===== src/rtl/lin_busy_pkg.sv =====
package lin_busy_pkg;
  localparam int CMD_W     = 3;
  localparam int EN_BIT    = 3;
  localparam int SWRES_BIT = 4;
  localparam int FLD_W     = SWRES_BIT + 1;
  localparam int OVR_BIT   = 0;

  typedef enum logic [2:0] {
    CLS_NONE,
    CLS_ACCEPT,
    CLS_ABORT,
    CLS_KILL,
    CLS_RESET,
    CLS_REJECT
  } cmd_cls_e;
endpackage


===== src/rtl/lin_cmd_classify.sv =====
module lin_cmd_classify
  import lin_busy_pkg::*;
(
  input  logic             ctrl_wr_i,
  input  logic [CMD_W-1:0] cmd_i,
  input  logic             en_i,
  input  logic             swres_i,
  input  logic             busy_i,
  output cmd_cls_e         cls_o
);
  always_comb begin
    cls_o = CLS_NONE;
    if (ctrl_wr_i) begin
      if (swres_i)                      cls_o = CLS_RESET;
      else if (!en_i || !cmd_i[CMD_W-1]) cls_o = CLS_KILL;
      else if (cmd_i[1:0] == 2'b00)     cls_o = CLS_ABORT;
      else if (busy_i)                  cls_o = CLS_REJECT;
      else                              cls_o = CLS_ACCEPT;
    end
  end
endmodule


===== src/rtl/lin_wr_gate.sv =====
module lin_wr_gate #(
  parameter int              NREG      = 8,
  parameter logic [NREG-1:0] LOCK_MASK = '1,
  localparam int             AW        = $clog2(NREG)
) (
  input  logic            wr_en_i,
  input  logic [AW-1:0]   addr_i,
  input  logic            busy_i,
  output logic [NREG-1:0] we_o
);
  for (genvar g = 0; g < NREG; g++) begin : g_we
    if (LOCK_MASK[g]) begin : g_locked
      assign we_o[g] = wr_en_i && (addr_i == AW'(g)) && !busy_i;
    end else begin : g_open
      assign we_o[g] = wr_en_i && (addr_i == AW'(g));
    end
  end
endmodule


===== src/rtl/lin_ovr_flag.sv =====
module lin_ovr_flag (
  input  logic clk_i,
  input  logic rst_ni,
  input  logic set_i,
  input  logic clr_i,
  input  logic flush_i,
  output logic ovr_o
);
  logic ovr_q;

  always_ff @(posedge clk_i or negedge rst_ni) begin
    if (!rst_ni)      ovr_q <= 1'b0;
    else if (flush_i) ovr_q <= 1'b0;
    else if (set_i)   ovr_q <= 1'b1;
    else if (clr_i)   ovr_q <= 1'b0;
  end

  assign ovr_o = ovr_q;

  assert_reject_sets_err_R4: assert property (@(posedge clk_i) disable iff (!rst_ni)
    set_i && !flush_i |=> ovr_q);

  assert_err_sticky_R5: assert property (@(posedge clk_i) disable iff (!rst_ni)
    ovr_q && !clr_i && !flush_i |=> ovr_q);
endmodule


===== src/rtl/lin_busy_ctrl.sv =====
module lin_busy_ctrl
  import lin_busy_pkg::*;
(
  input  logic             clk_i,
  input  logic             rst_ni,
  input  cmd_cls_e         cls_i,
  input  logic [CMD_W-1:0] cmd_i,
  input  logic             en_i,
  input  logic             tx_start_i,
  input  logic             tx_done_i,
  output logic             busy_o,
  output logic [CMD_W-1:0] cmd_o,
  output logic             en_o,
  output logic             kill_o,
  output logic             abort_o,
  output logic             reset_o
);
  logic             busy_q, busy_d;
  logic             pend_q, pend_d;
  logic             kill_q, abort_q, reset_q;
  logic [CMD_W-1:0] cmd_q;
  logic             en_q;
  logic             do_kill, do_reset, do_abort, fire;

  assign do_kill  = (cls_i == CLS_KILL);
  assign do_reset = (cls_i == CLS_RESET);
  assign do_abort = (cls_i == CLS_ABORT);

  always_comb begin
    busy_d = busy_q;
    pend_d = pend_q;
    fire   = 1'b0;
    if (do_reset || do_kill) begin
      busy_d = 1'b0;
      pend_d = 1'b0;
    end else begin
      if (do_abort && !busy_q) fire   = 1'b1;
      else if (do_abort)       pend_d = 1'b1;
      // deferred abort lands on the byte boundary
      if (busy_q && tx_done_i) begin
        fire   = fire | pend_d;
        pend_d = 1'b0;
      end
      if (tx_start_i)          busy_d = 1'b1;
      else if (tx_done_i)      busy_d = 1'b0;
    end
  end

  always_ff @(posedge clk_i or negedge rst_ni) begin
    if (!rst_ni) begin
      busy_q  <= 1'b0;
      pend_q  <= 1'b0;
      kill_q  <= 1'b0;
      abort_q <= 1'b0;
      reset_q <= 1'b0;
      cmd_q   <= '0;
      en_q    <= 1'b0;
    end else begin
      busy_q  <= busy_d;
      pend_q  <= pend_d;
      kill_q  <= do_kill;
      abort_q <= fire;
      reset_q <= do_reset;
      if (do_reset) begin
        cmd_q <= '0;
        en_q  <= 1'b0;
      end else if (do_kill || do_abort || cls_i == CLS_ACCEPT) begin
        cmd_q <= cmd_i;
        en_q  <= en_i;
      end
    end
  end

  assign busy_o  = busy_q;
  assign cmd_o   = cmd_q;
  assign en_o    = en_q;
  assign kill_o  = kill_q;
  assign abort_o = abort_q;
  assign reset_o = reset_q;

  assert_start_sets_busy_R1: assert property (@(posedge clk_i) disable iff (!rst_ni)
    tx_start_i && !do_kill && !do_reset |=> busy_q);

  assert_done_clears_busy_R1: assert property (@(posedge clk_i) disable iff (!rst_ni)
    tx_done_i && !tx_start_i |=> !busy_q);

  assert_reject_keeps_cmd_R4: assert property (@(posedge clk_i) disable iff (!rst_ni)
    cls_i == CLS_REJECT |=> $stable(cmd_q) && $stable(en_q));

  assert_pend_needs_busy_R6: assert property (@(posedge clk_i) disable iff (!rst_ni)
    pend_q |-> busy_q);

  assert_strobes_exclusive_R6: assert property (@(posedge clk_i) disable iff (!rst_ni)
    $onehot0({kill_q, abort_q, reset_q}));

  assert_kill_drops_busy_R7: assert property (@(posedge clk_i) disable iff (!rst_ni)
    do_kill |=> !busy_q && !pend_q && kill_q && !abort_q);

  assert_reset_clears_R8: assert property (@(posedge clk_i) disable iff (!rst_ni)
    do_reset |=> !busy_q && !pend_q && cmd_q == '0 && !en_q && !kill_q);
endmodule


===== src/rtl/lin_busy_gate.sv =====
module lin_busy_gate
  import lin_busy_pkg::*;
#(
  parameter int              NREG      = 8,
  parameter int              CTRL_IDX  = 0,
  parameter int              ERR_IDX   = 1,
  parameter logic [NREG-1:0] LOCK_MASK = 8'hBD,
  localparam int             AW        = $clog2(NREG)
) (
  input  logic             clk_i,
  input  logic             rst_ni,
  input  logic             wr_en_i,
  input  logic [AW-1:0]    wr_addr_i,
  input  logic [FLD_W-1:0] wr_data_i,
  input  logic             tx_start_i,
  input  logic             tx_done_i,
  input  logic             rx_byte_i,
  output logic             busy_o,
  output logic [NREG-1:0]  we_o,
  output logic [CMD_W-1:0] cmd_o,
  output logic             enable_o,
  output logic             ovr_err_o,
  output logic             kill_o,
  output logic             abort_o,
  output logic             reset_o
);
  cmd_cls_e cls;
  logic     ctrl_wr, err_clr, busy;

  assign ctrl_wr = wr_en_i && (wr_addr_i == AW'(CTRL_IDX));
  assign err_clr = wr_en_i && (wr_addr_i == AW'(ERR_IDX)) && wr_data_i[OVR_BIT];

  lin_cmd_classify i_classify (
    .ctrl_wr_i (ctrl_wr),
    .cmd_i     (wr_data_i[CMD_W-1:0]),
    .en_i      (wr_data_i[EN_BIT]),
    .swres_i   (wr_data_i[SWRES_BIT]),
    .busy_i    (busy),
    .cls_o     (cls)
  );

  lin_busy_ctrl i_ctrl (
    .clk_i      (clk_i),
    .rst_ni     (rst_ni),
    .cls_i      (cls),
    .cmd_i      (wr_data_i[CMD_W-1:0]),
    .en_i       (wr_data_i[EN_BIT]),
    .tx_start_i (tx_start_i),
    .tx_done_i  (tx_done_i),
    .busy_o     (busy),
    .cmd_o      (cmd_o),
    .en_o       (enable_o),
    .kill_o     (kill_o),
    .abort_o    (abort_o),
    .reset_o    (reset_o)
  );

  lin_wr_gate #(.NREG(NREG), .LOCK_MASK(LOCK_MASK)) i_gate (
    .wr_en_i (wr_en_i),
    .addr_i  (wr_addr_i),
    .busy_i  (busy),
    .we_o    (we_o)
  );

  lin_ovr_flag i_ovr (
    .clk_i   (clk_i),
    .rst_ni  (rst_ni),
    .set_i   (cls == CLS_REJECT),
    .clr_i   (err_clr),
    .flush_i (cls == CLS_RESET),
    .ovr_o   (ovr_err_o)
  );

  assign busy_o = busy;

  assert_rx_no_busy_R2: assert property (@(posedge clk_i) disable iff (!rst_ni)
    rx_byte_i && !busy && !tx_start_i |=> !busy);

  assert_locked_when_busy_R3: assert property (@(posedge clk_i) disable iff (!rst_ni)
    busy_o |-> (we_o & LOCK_MASK) == '0);

  assert_reset_state_R10: assert property (@(posedge clk_i)
    !rst_ni |-> !busy_o && !ovr_err_o && !kill_o && !abort_o && !reset_o);
endmodule


===== config.mk =====
export PLATFORM = sky130hd
export DESIGN_NAME = lin_busy_gate
export DESIGN_NICKNAME = d
export VERILOG_FILES = /design/src/rtl/lin_busy_pkg.sv /design/src/rtl/lin_cmd_classify.sv /design/src/rtl/lin_wr_gate.sv /design/src/rtl/lin_ovr_flag.sv /design/src/rtl/lin_busy_ctrl.sv /design/src/rtl/lin_busy_gate.sv
export SDC_FILE = /design/constraint.sdc
export NUM_CORES = 1
export LEC_CHECK = 0
export BUFFER_PORTS_ARGS = -buffer_cell sky130_fd_sc_hd__buf_2
export CORE_MARGIN = 2
export CORE_UTILIZATION = 38
export DETAILED_ROUTE_END_ITERATION = 12
export GPL_ROUTABILITY_DRIVEN = 1
export PLACE_DENSITY = 0.79
export SYNTH_ARGS = -nofsm -noshare
export SYNTH_HDL_FRONTEND = slang
export SYNTH_SLANG_ARGS = --single-unit

===== constraint.sdc =====
create_clock -name clk_i -period 1.4 [get_ports clk_i]
set_input_delay 0.42 -clock clk_i [delete_from_list [all_inputs] [get_ports clk_i]]
set_output_delay 0.42 -clock clk_i [all_outputs]
set_load 0.05 [all_outputs]

# Yosys cells after proc, flatten, opt, wreduce, memory -nomap -nowiden
# Index checks and enable logic that the tools add are counted.
[word_totals]
ff_bits = 10
inputBits = 14
output_inout_bits = 17
word_cells = 74
[op_classes]
eq_ne = 12
muxes = 24
bitwise = 1
reduce_logical = 29
[op_table]
columns = ["operator", "n"]
rows = [
  ["two-way mux 3 bit", 7],
  ["== test 3 bit, second input constant", 6],
  ["logical AND 1 bit", 17],
  ["two-way mux 1 bit", 17],
  ["== test 3 x 2 -> 1 bit, second input constant", 4],
  ["== test 3 x 1 -> 1 bit, second input constant", 2],
  ["nonzero test 3 bit", 2],
  ["logical OR 1 bit", 4],
  ["zero test 1 bit", 3],
  ["zero test 3 bit", 1],
  ["zero test 2 bit", 1],
  ["nonzero test 2 bit", 1],
  ["OR 1 bit", 1],
]

# Depth between registers and ports, before layout
[depth]
depth_word = 12
depth_mapped = 4
depth_no_buf = 3

# Modules after synthesis
# From an unflattened synthesis, not the netlist that was laid out.
[unflattened]
cells_unflattened = 68
area_unflattened_um2 = 641.9
[by_module_without_submodules]
columns = ["mod", "n_inst", "cells_each", "area_each_um2", "seq_area_each_um2"]
rows = [
  ["lin_busy_ctrl", 1, 38, 416.6, 225.2],
  ["lin_wr_gate", 1, 13, 82.6, 0.0],
  ["lin_busy_gate", 1, 5, 50.0, 0.0],
  ["lin_cmd_classify", 1, 8, 48.8, 0.0],
  ["lin_ovr_flag", 1, 4, 43.8, 25.0],
]

# Worst setup path before layout
# OpenSTA, ideal clock, no wires.
[synth_path]
kind = "register to output"
from = "reg i_ctrl.busy_q (netlist: i_ctrl.busy_o)"
to = "out we_o[2]"
arrival_time_ps = 2301
t_required_ps = 980
setup_slack_ps = -1321
path_stages_with_launch = 3
n_path_buf = 1
cell_sequence = "dfrtp_1 buf_2 nor4_1"
[synth_between]
elab_chain_len = 2
[synth_rtl]
columns = ["element", "line", "text"]
rows = [
  ["from (decl)", "lin_busy_ctrl.sv:18", "logic busy_q, busy_d;"],
  ["from (signal assigned)", "lin_busy_ctrl.sv:59", "busy_q <= busy_d;"],
  ["zero test 1 bit", "lin_wr_gate.sv:13", "assign we_o[g] = wr_en_i && (addr_i == AW'(g)) && !busy_i;"],
  ["logical AND 1 bit", "lin_wr_gate.sv:13", ""],
  ["to (decl)", "lin_busy_gate.sv:19", "output logic [NREG-1:0] we_o,"],
]
# No other way between the ends.

# Worst setup path after layout
# Ends and elaborated chain as after synthesis.

==> results.cfg <==
[cells_and_area]
layout-drive-gt1-share_pct = 71.6
n_fill_cell = 86
final_cells = 117
multi_input_area_um2 = 418
syn2layout_area_growth_pct = 96.7
num_antenna_cells = 0
seq_area_um2 = 251
fin_util_pct = 82.6
nets = 117

[clock_tree]
cts_max_level = 1
cts_buffer_depth = 2
clk_pin_slew_ns = 0.07
clock_latency_ns = 0.26
cts_tree = yes
cts_made_buffers = 3
root_buffer = clkbuf_4
clock_sinks = 10
hold_buffers = 0

[synthesis]
ys_warn_count = 0
syn_nets = 67
synthXorXnorAreaFrac_pct = 0
ys_seq_elements = 10
avgSynthCellArea_um2 = 10.7
syn-cell-area_um2 = 567
yosysTopAreaCell = dfrtp_1
synth_top_family_by_area = simple AND/OR/NAND/NOR gates
synth-simple-area-share_pct = 28.3
yosysSeqAreaShare_pct = 44.2
synthCells = 53
synth_fa_ha_area_share_pct = 0
synth_compound_area_share_pct = 16.1
muxShareOfSynthArea_pct = 7.95
ys_top_cells_by_area = dfrtp_1 (44%), mux2_2 (6.0%), nor4b_4 (4.2%), a21boi_0 (4.0%), nor2_1 (4.0%)
synth_cell_types = 28
synth_top_area_share_pct = 44.2

[floorplan]
num_rows = 13
core_region_area_mm2 = 0.00135
die_w_um = 42.6
die_area_mm2 = 0.00182
io_pins = 31
die_h_um = 42.6
start_util_pct = 42.0

[route]
wl_per_cell_um = 14.0
drt_iter0_drc = 15
antenna_left = 0
routed_wl_um = 1640
dr.pass1.iters = 4
via_per_inst = 5.27
drcViolationCount = 0
num_vias = 617

[grt]
grt.total_usage_pct = 20.4
overflow = 0
grt_pass1_wl_um = 2850
grt_max_degree = 11
grt_antenna_before_repair = 0
grt_pass1_vias = 640

[sta]
timing.final.crit_period_ns = 1.69
rsz0062_at_grt = true
hold_violations = 0
drv_slew = 0
fin_skew_ns = 0.000678
slew_headroom_pct = 63.8
setup_viol = 12
finalCritPeriodShare_pct = 120
tightest_slew_ns = 0.536
fmax_mhz = 593
worst_slack_ns = -0.285

[placed_design]
place_inst = 107
portBuffers = 29
place_congestion = 0.787
hpwl_um = 1170
place_ws_ns = -0.426

[power]
p_leak_nw = 0.549
combPwrFrac_pct = 38.3
power_switching_share_pct = 35.0
clkPwrFrac_pct = 27.1
seq_power_share_pct = 34.6
internal-power_mw = 0.622
p_sw_mw = 0.335
powerDensity_mw_per_mm2 = 859
vdd_ir_drop_max_v = 0.000771

[worst_setup_path]
crit_slowest_cell = dfrtp_2
startpoint_type = flop
critPathArrivalTime_ns = 1.27
crit_fanout = 4
cp_cell_sequence = buf_4 -> nor4_4 -> buf_6
cpLargestDelayFamily = flip-flops
critical_path_buf_inv_count = 2
required_ns = 0.98
endpoint_kind = output port
crit_type = reg -> out
worst_path_largest_cell_delay_ns = 0.43

[status]
failed_checks = setup timing
status = finished with violations

[min_path]
hold_class = in -> async

[job]
cap_violations = 0
==> routing by layer <==
layer | routed length [um] | global-route usage, %
met3 | 88 | 3.88
met5 | 0 | 0
met4 | 19 | 6.88
met2 | 860 | 36.4
met1 | 674 | 24.1
==> synthesized netlist by cell type <==
cell,n
dfrtp_1,10
nor2_1,6
a21boi_0,3
mux2_2,3
nand2_1,3
nor3_1,3
inv_1,2
nand2b_1,2
nor2b_1,2
a211oi_2,1
a21boi_1,1
a21oi_1,1
a32oi_1,1
a41oi_1,1
and2_1,1
and3_1,1
buf_2,1
buf_4,1
mux2_1,1
nand3b_1,1
nor3b_4,1
nor4_1,1
nor4b_4,1
nor4bb_1,1
o2111a_1,1
o21a_1,1
o31ai_1,1
or2b_1,1
==> logic make-up after synthesis <==
kind of cell,Yosys count
mux,4
flops,10
buf+inv,4
simple gates,24
compound gates,11
==> placed cells by master (no fill, tap or decap), types with 2 or more instances in the layout <==
master and count:
mux2_4 4, nand2_1 2, nand2b_4 2, buf_6 12, a21boi_0 3, buf_4 14
nor3_4 2, nor2_4 4, buf_2 17, nor2_1 2, dfrtp_1 9, clkbuf_4 4
buf_8 2, inv_1 2
==> stage by stage <==
stage	setup TNS, ns	power [mW]	instance area (um^2)	hold slack (ns)
after floorplan	-2.31	0.553	667	0.124
after global placement	-4.03	0.654	902	0.288
after detailed placement	-4.57	0.660	902	0.291
after CTS	-2.03	0.950	1080	0.0130
after global routing	-2.62	1.00	1110	0.0142
final	-2.01	0.957	1110	0.00328
==> power by group through the flow <==
stage,Combinational [mW],Sequential (mW),Clock (mW)
2_1_floorplan,0.118,0.434,0
3_3_place_gp,0.317,0.338,0
3_5_place_dp,0.321,0.338,0
4_1_cts,0.361,0.331,0.257
5_1_grt,0.388,0.335,0.278
6_report,0.367,0.331,0.259
==> cell type report <==
type                            count  area share (%)
Multi-Input combinational cell     39            37.5
Clock buffer                        4            3.25
Sequential cell                    10            22.6
Timing Repair Buffer               47            34.3
Tap cell                           15            1.68
Inverter                            2           0.673
==> path summary, 6_finish.rpt <==
kind / end / startpoint / slack [ns] / cells past startpoint
max: we_o[2] / i_ctrl.busy_o / -0.29 / 3
min: i_ctrl.pend_q / rst_ni / 0.003 / 1
max reg2reg: i_ctrl.cmd_o[2] / i_ctrl.busy_o / -0.12 / 4
min reg2reg: i_ovr.ovr_o / i_ovr.ovr_o / 0.55 / 2
max in group asynchronous: i_ctrl.busy_o / rst_ni / 1.19 / 1
min in group clk_i: i_ctrl.pend_q / tx_done_i / 0.35 / 2
==> flip-flops by register name, indices dropped and copies added, names as in the netlist <==
register / count
i_ctrl.cmd_o: 3
i_ctrl.abort_o: 1
i_ctrl.busy_o: 1
i_ctrl.en_o: 1
i_ctrl.kill_o: 1
i_ctrl.pend_q: 1
i_ctrl.reset_o: 1
i_ovr.ovr_o: 1
==> what timing repair did <==
item                                   in CTS  in global routing
pin swaps                                   4                  7
endpoints found under the hold margin       0                  0
resized for setup                          32                  6
setup buffers                               4                  2
setup endpoints to repair                  13                 16
(Power assumes the default switching activity.)
